--- config.mk ---
export PLATFORM = sky130hd
export DESIGN_NAME = trig_arbiter
export DESIGN_NICKNAME = d
export VERILOG_FILES = /design/src/rtl/trig_arb_pkg.sv /design/src/rtl/trig_src_front.sv /design/src/rtl/trig_pend_reg.sv /design/src/rtl/trig_prio_pick.sv /design/src/rtl/trig_arbiter.sv
export SDC_FILE = /design/constraint.sdc
export NUM_CORES = 1
export LEC_CHECK = 0
export BUFFER_PORTS_ARGS = -buffer_cell sky130_fd_sc_hd__buf_2
export CELL_PAD_IN_SITES_DETAIL_PLACEMENT = 1
export CELL_PAD_IN_SITES_GLOBAL_PLACEMENT = 2
export CORE_UTILIZATION = 28
export CTS_CLUSTER_DIAMETER = 60
export DETAILED_ROUTE_END_ITERATION = 8
export PLACE_DENSITY = 0.86
export SYNTH_ARGS = -nofsm -noshare
export SYNTH_HDL_FRONTEND = slang
export SYNTH_SLANG_ARGS = --single-unit
--- constraint.sdc ---
create_clock -name clk -period 17.2 [get_ports clk]
set_input_delay 4.3 -clock clk [delete_from_list [all_inputs] [get_ports clk]]
set_output_delay 4.3 -clock clk [all_outputs]
set_load 0.02 [all_outputs]
--- src/rtl/trig_arb_pkg.sv ---
// Package: shared helpers for the trigger arbiter.
// Assumes priorities are packed per source in a flat vector, source 0 lowest bits.
package trig_arb_pkg;

    // Width of one per-source priority field.
    localparam int PRIO_BITS = 3;

    // Kind of a trigger source; dedicated sources are hardware-only.
    typedef enum logic {
        SRC_GENERAL   = 1'b0,
        SRC_DEDICATED = 1'b1
    } src_kind_e;

    // Number of bits needed to index n sources (at least 1).
    function automatic int idx_width(input int n);
        return (n > 1) ? $clog2(n) : 1;
    endfunction

endpackage

--- src/rtl/trig_src_front.sv ---
// Module: per-source trigger front end.
// Turns an external level into a single-cycle fire on a rising edge, or, in
// software mode, fires from a self-clearing software trigger bit. The source
// is gated by its enable and by a block input (bypass for the dedicated pair).
// Assumes the hardware input is already synchronous to clk.
module trig_src_front (
    input  logic clk,
    input  logic rst_n,
    input  logic clr,
    input  logic en,
    input  logic block,
    input  logic sw_mode,
    input  logic sw_wr,
    input  logic hw_in,
    output logic fire
);

    logic prev_q;
    logic sw_q;
    logic rise;

    // Remember last input level and hold the self-clearing software bit.
    always_ff @(posedge clk) begin
        if (!rst_n || clr) begin
            prev_q <= 1'b0;
            sw_q   <= 1'b0;
        end else begin
            prev_q <= hw_in;
            sw_q   <= sw_wr;
        end
    end

    // Detect the rising edge of the hardware input.
    assign rise = hw_in & ~prev_q;

    // Select trigger cause by mode and apply the gates.
    always_comb begin
        fire = en & ~block & (sw_mode ? sw_q : rise);
    end

endmodule

--- src/rtl/trig_pend_reg.sv ---
// Module: pending trigger latch.
// Sets a bit on fire, clears it on grant (unless a new fire arrives on the
// same edge) and force-clears bits named by drop.
// Assumes grant_oh has at most one bit set.
module trig_pend_reg #(
    parameter int N = 10
) (
    input  logic         clk,
    input  logic         rst_n,
    input  logic         clr,
    input  logic [N-1:0] fire,
    input  logic [N-1:0] grant_oh,
    input  logic [N-1:0] drop,
    output logic [N-1:0] pend
);

    logic [N-1:0] pend_q;

    // Update each pending bit from fire, grant and drop.
    always_ff @(posedge clk) begin
        if (!rst_n || clr) begin
            pend_q <= '0;
        end else begin
            pend_q <= ((pend_q & ~grant_oh) | fire) & ~drop;
        end
    end

    assign pend = pend_q;

endmodule

--- src/rtl/trig_prio_pick.sv ---
// Module: combinational priority picker.
// Finds the requesting source with the largest priority; ties resolve to the
// lowest index. Assumes priorities are packed PW bits per source.
module trig_prio_pick #(
    parameter int N     = 10,
    parameter int PW    = 3,
    parameter int IDX_W = 4
) (
    input  logic [N-1:0]    req,
    input  logic [N*PW-1:0] prio,
    output logic            any,
    output logic [IDX_W-1:0] win
);

    logic [PW-1:0] best;

    // Scan from high index to low so that equal priority favours low index.
    always_comb begin
        any  = 1'b0;
        win  = '0;
        best = '0;
        for (int i = N - 1; i >= 0; i--) begin
            if (req[i] && (!any || prio[i*PW +: PW] >= best)) begin
                any  = 1'b1;
                best = prio[i*PW +: PW];
                win  = IDX_W'(i);
            end
        end
    end

endmodule

--- src/rtl/trig_arbiter.sv ---
// Module: prioritised trigger source arbiter (top).
// Latches triggers from N_GEN general and N_DED dedicated sources and grants
// the best pending one to the shared sequencer whenever it reports idle.
// Assumes all inputs are synchronous to clk; grant outputs are registered.
module trig_arbiter
    import trig_arb_pkg::*;
#(
    parameter int N_GEN  = 8,
    parameter int N_DED  = 2,
    parameter int PRIO_W = PRIO_BITS,
    localparam int N_SRC = N_GEN + N_DED,
    localparam int IDX_W = idx_width(N_GEN + N_DED)
) (
    input  logic                    clk,
    input  logic                    rst_n,
    input  logic                    soft_rst,
    input  logic [N_GEN-1:0]        gen_en,
    input  logic [N_GEN-1:0]        gen_sw_mode,
    input  logic [N_GEN-1:0]        gen_sw_wr,
    input  logic [N_GEN-1:0]        gen_hw_trig,
    input  logic [N_DED-1:0]        ded_en,
    input  logic [N_DED-1:0]        ded_hw_trig,
    input  logic                    ded_bypass,
    input  logic [N_SRC*PRIO_W-1:0] prio_cfg,
    input  logic                    seq_idle,
    output logic                    grant_valid,
    output logic [IDX_W-1:0]        grant_idx,
    output logic [N_SRC-1:0]        pending,
    output logic [N_DED-1:0]        ded_direct
);

    logic [N_SRC-1:0] fire;
    logic [N_SRC-1:0] pend;
    logic [N_SRC-1:0] eligible;
    logic [N_SRC-1:0] grant_oh;
    logic [N_SRC-1:0] drop;
    logic             any_req;
    logic [IDX_W-1:0] win;
    logic             grant_now;
    logic             gv_q;
    logic [IDX_W-1:0] gi_q;

    // Front end for every source; the variant is chosen by source kind.
    for (genvar i = 0; i < N_SRC; i++) begin : g_src
        localparam src_kind_e KIND = (i < N_GEN) ? SRC_GENERAL : SRC_DEDICATED;
        if (KIND == SRC_GENERAL) begin : g_gen
            trig_src_front u_front (
                .clk     (clk),
                .rst_n   (rst_n),
                .clr     (soft_rst),
                .en      (gen_en[i]),
                .block   (1'b0),
                .sw_mode (gen_sw_mode[i]),
                .sw_wr   (gen_sw_wr[i]),
                .hw_in   (gen_hw_trig[i]),
                .fire    (fire[i])
            );
            assign eligible[i] = pend[i] & gen_en[i];
            assign drop[i]     = 1'b0;
        end else begin : g_ded
            trig_src_front u_front (
                .clk     (clk),
                .rst_n   (rst_n),
                .clr     (soft_rst),
                .en      (ded_en[i-N_GEN]),
                .block   (ded_bypass),
                .sw_mode (1'b0),
                .sw_wr   (1'b0),
                .hw_in   (ded_hw_trig[i-N_GEN]),
                .fire    (fire[i])
            );
            assign eligible[i] = pend[i] & ded_en[i-N_GEN] & ~ded_bypass;
            assign drop[i]     = ded_bypass;
        end
    end

    // Pending latch shared by all sources.
    trig_pend_reg #(.N(N_SRC)) u_pend (
        .clk      (clk),
        .rst_n    (rst_n),
        .clr      (soft_rst),
        .fire     (fire),
        .grant_oh (grant_oh),
        .drop     (drop),
        .pend     (pend)
    );

    // Priority selection over eligible pending sources.
    trig_prio_pick #(.N(N_SRC), .PW(PRIO_W), .IDX_W(IDX_W)) u_pick (
        .req  (eligible),
        .prio (prio_cfg),
        .any  (any_req),
        .win  (win)
    );

    // Decide whether a grant is issued on this edge and which bit it clears.
    always_comb begin
        grant_now = seq_idle & any_req;
        grant_oh  = '0;
        if (grant_now) begin
            grant_oh[win] = 1'b1;
        end
    end

    // Register the grant towards the sequencer.
    always_ff @(posedge clk) begin
        if (!rst_n || soft_rst) begin
            gv_q <= 1'b0;
            gi_q <= '0;
        end else begin
            gv_q <= grant_now;
            gi_q <= grant_now ? win : '0;
        end
    end

    // Pass dedicated inputs straight on while bypassed.
    always_comb begin
        ded_direct = ded_bypass ? ded_hw_trig : '0;
    end

    assign grant_valid = gv_q;
    assign grant_idx   = gi_q;
    assign pending     = pend;

endmodule

Word-level counts from Yosys, hierarchy flattened

Index checks and enable logic that the tools add are counted.

$lt $le $gt $ge: 11
Muxes and demuxes: 41
Bitwise gates (word level): 52
Reductions and logical operators: 31

Operators with widths:

| kind                                                               | number |
|---|---|
| two-way mux 4 bit                                                  | 10 |
| bitwise AND 1 bit                                                  | 35 |
| greater-or-equal comparator 3 bit                                  | 9 |
| two-way mux 3 bit                                                  | 9 |
| bitwise AND 10 bit                                                 | 2 |
| NOT 10 bit                                                         | 2 |
| two-way mux 1 bit                                                  | 19 |
| NOT 1 bit                                                          | 12 |
| logical AND 1 bit                                                  | 10 |
| logical NOT 1 bit                                                  | 10 |
| logical OR 1 bit                                                   | 10 |
| two-way mux 10 bit                                                 | 1 |
| bitwise OR 10 bit                                                  | 1 |
| less-than comparator 4 x 5 -> 1 bit (second input constant)        | 1 |
| demux 1 bit (select 4 bit)                                         | 1 |
| greater-or-equal comparator 4 x 1 -> 1 bit (second input constant) | 1 |
| two-way mux 2 bit                                                  | 1 |
| OR reduction 2 bit                                                 | 1 |

Register bits after elaboration: 33
Logic and storage cells: 156

Longest topological paths before layout

Depth after elaboration: 48
Mapped depth: 63
Mapped depth without buffers: 60

Modules after synthesis

Synthesis repeated with hierarchy kept, for this count alone.

Cell total of the unflattened synthesis: 340
Area, all modules: 2872.8 um^2

By module, submodules not included:

| module         | instances | cells each | area each (um^2) | seq. area each (um^2) |
|---|---|---|---|---|
| trig_prio_pick | 1         | 175        | 1249.9           | 0.0 |
| trig_src_front | 10        | 8          | 81.3             | 40.0 |
| trig_pend_reg  | 1         | 42         | 450.4            | 200.2 |
| trig_arbiter   | 1         | 43         | 359.1            | 100.1 |

Worst setup path after synthesis

No wires, ideal clock.

Path type: input-to-reg
Start: in ded_bypass
End: reg u_pend.pend_q[6], in the netlist u_pend.pend[6]
Setup time: 0.128 ns
Arrival: 16.006 ns
Path slack: 1.067 ns
Stages: 58
Cells stage by stage: buf_2 and3b_1 buf_4 and2_1 ha_1 nor2b_1 o21a_1 o211ai_4 nand2_1 ha_1 or3b_1 a211oi_2 or2_4 nor2_1 or2_2 ha_1 a21oi_1 a31oi_2 (+22 left out) and2_1 buf_2 mux2_2 ha_1 nand2b_1 a21o_1 a21o_1 a21oi_1 nor2_1 a221o_1 ha_1 nand2b_1 a21o_1 a21oi_1 nor2_1 or3_1 nor4_1 o22ai_1

Cells in the longest elaborated chain, start to end: 48
Elaborated cells on any way between the ends: 79
Classes of those cells: order compare: 11; mux: 32; bitwise: 8; reduce/logical: 28

RTL lines:

| item                                                                   | RTL line             | RTL |
|---|---|---|
| start: declaration                                                     | trig_arbiter.sv:23   | `input logic ded_bypass,` |
| NOT 1 bit *                                                            | trig_arbiter.sv:72   | `assign eligible[i] = pend[i] & ded_en[i-N_GEN] & ~ded_bypass;` |
| bitwise AND 1 bit                                                      | trig_arbiter.sv:72   |  |
| two-way mux 3 bit or two-way mux 1 bit (tied branches)                 | trig_prio_pick.sv:23 | `if (req[i] && (!any \|\| prio[i*PW +: PW] >= best)) begin` |
| greater-or-equal comparator 3 bit or logical NOT 1 bit (tied branches) | trig_prio_pick.sv:23 |  |
| logical OR 1 bit                                                       | trig_prio_pick.sv:23 |  |
| logical AND 1 bit                                                      | trig_prio_pick.sv:23 |  |
| two-way mux 3 bit or two-way mux 1 bit (tied branches)                 | trig_prio_pick.sv:23 |  |
| greater-or-equal comparator 3 bit or logical NOT 1 bit (tied branches) | trig_prio_pick.sv:23 |  |
| (+32 left out)                                                         | --                   |  |
| logical AND 1 bit (implied by the code)                                | trig_arbiter.sv:101  | `grant_oh[win] = 1'b1;` |
| two-way mux 1 bit (implied by the code)                                | trig_arbiter.sv:101  |  |
| demux 1 bit (select 4 bit)                                             | trig_arbiter.sv:101  |  |
| two-way mux 10 bit *                                                   | trig_arbiter.sv:100  | `if (grant_now) begin` |
| NOT 10 bit *                                                           | trig_pend_reg.sv:24  | `pend_q <= ((pend_q & ~grant_oh) \| fire) & ~drop;` |
| bitwise AND 10 bit *                                                   | trig_pend_reg.sv:24  |  |
| bitwise OR 10 bit *                                                    | trig_pend_reg.sv:24  |  |
| bitwise AND 10 bit *                                                   | trig_pend_reg.sv:24  |  |
| end signal: assignment                                                 | trig_pend_reg.sv:24  |  |
| end: declaration                                                       | trig_pend_reg.sv:17  | `logic [N-1:0] pend_q;` |

Mark *: on every way between the ends. The rest lies on a longest branch, timed or not.
A chain may end at the register's enable or synchronous reset.

Worst setup path after layout

Same ends and word-level chain as after synthesis.

==> flow_metrics.env <==
export IMPL_cts_tree="built"
export IMPL_core_region_area_mm2=0.00872
export IMPL_firstDrtPassIters=4
export IMPL_antenna_cells=0
export IMPL_crit_top_cell="ha_1"
export IMPL_endpoint_kind="register"
export IMPL_drc=0
export IMPL_path_max_fanout=10
export IMPL_cts_hold_buffers=0
export IMPL_p_clk_frac=0.343
export IMPL_max_slew_worst_pin_slew_ps=567
export IMPL_synth_edf_count=0
export IMPL_holdCritPathClass="reg2reg"
export IMPL_yosysWarnings=0
export IMPL_die_h_um=96.7
export IMPL_ys_flop_type="dfxtp_1"
export IMPL_ir_worst_vdd_mv=0.0503
export IMPL_post_synth_cell_area_avg_um2=7.99
export IMPL_wl_per_cell_um=14.1
export IMPL_crit_type="in2reg"
export IMPL_fp_dieArea_mm2=0.00935
export IMPL_ys_types=55
export IMPL_period_needed_ps=16570
export IMPL_start_kind="input port"
export IMPL_setup_violations=0
export IMPL_initial_utilization=0.288
export IMPL_syn_inst=314
export IMPL_ys_seq_area_frac=0.263
export IMPL_critPathLaunch="ded_bypass"
export IMPL_p_leak_nw=1.49
export IMPL_vias_per_cell=5.01
export IMPL_cp_endpoint="u_pend.pend[6]"
export IMPL_whs_ps=495
export IMPL_seqPwrFrac=0.430
export IMPL_fin_skew_ps=4.41
export IMPL_cts_sinks=33
export IMPL_cts_max_level=2
export IMPL_drive_above_1_share=0.335
export IMPL_p_sw_w=0.0000509
export IMPL_max_stage_delay_ps=440
export IMPL_cp_required_ps=17370
export IMPL_place_congestion=0.763
export IMPL_design_power_total_w=0.000185
export IMPL_cts_inserted_buffers=5
export IMPL_cts_buffer_depth=2
export IMPL_final_area_mm2=0.00329
export IMPL_row_count=34
export IMPL_p_per_area_mw_per_mm2=56.3
export IMPL_cp_arrival_ps=16750
export IMPL_combPwrFrac=0.226
export IMPL_hold_violations=0
export IMPL_cts_root_buf="clkbuf_8"
export IMPL_dieWidth_um=96.7
export IMPL_reg2reg_slack_ps=4470
export IMPL_preCtsSetupSlack_ps=-342
export IMPL_grt_max_degree=31
export IMPL_antenna_found_initial=0
export IMPL_slew_headroom=0.622
export IMPL_fin_crit_sh=0.964
export IMPL_status="finished clean"
export IMPL_worstReg2RegEnd="u_pend.pend[6]"
export IMPL_grt_pass1_vias=2692
export IMPL_yosys_area_top_type="dfxtp_1"
export IMPL_fmax_ghz=0.0603
export IMPL_reg2reg_from="u_pend.pend[9]"
export IMPL_drtIter0Drc=43
export IMPL_syn_area_mm2=0.00251
export IMPL_num_vias=2590
export IMPL_syn_to_final_growth_pct=31.3
export IMPL_maxCapViolCount=0
export IMPL_synth_nets=410
export IMPL_netlist_top_cells_count="dfxtp_1, nand2_1, nor2_1"
export IMPL_clkSlewWorstSetupHoldPaths_ps=70
export IMPL_ff2ff_path_depth=56
export IMPL_wl_um=7290
export IMPL_fillCellCount=1078
export IMPL_grt_overflow_total=0
export IMPL_layout_nets=504
export IMPL_grt_util_all_layers=0.156
export IMPL_timing_final_max_slew_violations=0
export IMPL_clk_latency_ps=280
export IMPL_switching_share=0.275
export IMPL_internal_power_w=0.000134
export IMPL_ios=88
export IMPL_setup_ws_ps=626
export IMPL_port_buffers=87
export IMPL_grt_pass1_wl_um=12100
export IMPL_ant_nets=0
export IMPL_dpl_instance_area_mm2=0.00309
export IMPL_async_reset_ff_frac=0
export IMPL_ys_ff_latch=33
export IMPL_synth_area_leaders="dfxtp_1, ha_1, and2_1"
export IMPL_dp_hpwl_um=6120
export IMPL_critPathSlowestCell="or3b_1"
export IMPL_synth_most_common_cell="dfxtp_1"
export IMPL_netlist_area_leader_share=0.263
[worst min-delay path by stage]
stage,from,endpoint,slack (ps),cells past startpoint
floorplan,g_src[6].g_gen.u_front.sw_q,u_pend.pend[6],510,2
global placement,u_pend.pend[6],u_pend.pend[6],470,2
detailed placement,u_pend.pend[6],u_pend.pend[6],490,2
CTS,u_pend.pend[6],u_pend.pend[6],500,2
global route,u_pend.pend[6],u_pend.pend[6],510,2
finish,u_pend.pend[7],u_pend.pend[7],500,2
[layer usage]
layer,vias to the layer above,track usage,routed length [µm]
li1,1306,-,-
met1,1224,0.189,3370
met2,56,0.287,3610
met3,4,0.0260,261
met4,0,0.0310,52
met5,-,0,0
[stage by stage]
stage / instances / setup TNS, ps / utilization
after global placement: 508 / -15.0 / 0.355
after CTS: 516 / 0 / 0.366
after detailed placement: 508 / -1420 / 0.355
after floorplan: 314 / 0 / -
final: 517 / 0 / 0.378
after global routing: 517 / -29.1 / 0.378
[worst max-delay path: cells and delay by family]
kind / cells / cell delay [ps]
multiplexers: 4 / 1280
adder cells (fa/ha/maj): 9 / 2410
AND/OR/NAND/NOR: 20 / 3650
AO/OA/AOI/OAI: 22 / 4800
buffers and inverters: 2 / 320
[what timing repair did]
action,in CTS,in global routing
gates resized for setup,1,19
setup endpoints to repair,3,14
buffers inserted,0,1
pin swaps,0,2
[logic make-up (layout without fill, tap and decap cells)]
kind of cell,count (synthesis),in the layout,share of synthesized area
DFF,33,33,0.263
AOI/OAI and AO/OA,82,82,0.239
muxes,9,9,0.0454
and+or+nand+nor,140,140,0.288
buffers and inverters,25,120,0.0399
adders and majority gates,25,25,0.125
[flip-flops by register name, summed over array words and instances, names as in the netlist]
| name | count |
|---|---|
| u_pend.pend | 10 |
| g_src.g_gen.u_front.prev_q | 8 |
| g_src.g_gen.u_front.sw_q | 8 |
| grant_idx | 4 |
| g_src.g_ded.u_front.prev_q | 2 |
| grant_valid | 1 |
[power by group through the flow]
stage / combinational, W / clock (W) / sequential (W)
2_1_floorplan: 0.0000220 / 0 / 0.0000821
3_3_place_gp: 0.0000387 / 0 / 0.0000813
3_5_place_dp: 0.0000401 / 0 / 0.0000815
4_1_cts: 0.0000404 / 0.0000652 / 0.0000798
5_1_grt: 0.0000476 / 0.0000676 / 0.0000800
6_report: 0.0000419 / 0.0000637 / 0.0000798
[cell usage in the layout (no fill, tap or decap), drive strengths merged, types with 8 or more instances in the layout]
cell type | synthesis | final
and2 | 26 | 26
a21o | 9 | 9
dfxtp | 33 | 33
nand2 | 32 | 32
nor3b | 8 | 8
ha | 25 | 25
nor2b | 9 | 9
nor2 | 29 | 29
buf | 3 | 93
o21ai | 11 | 11
nand3 | 10 | 10
inv | 19 | 19
nand2b | 8 | 8
a21oi | 21 | 21
[layout make-up]
class | instances | area [µm²] | share of cell area
Clock inverter | 1 | 5.00 | 0.00152
Tap cell | 108 | 135 | 0.0410
Sequential cell | 33 | 661 | 0.201
Timing Repair Buffer | 93 | 480 | 0.146
Multi-Input combinational cell | 256 | 1850 | 0.560
Clock buffer | 7 | 96.3 | 0.0292
Inverter | 19 | 71.3 | 0.0216
Note: power is estimated with default switching activity, not from simulation.
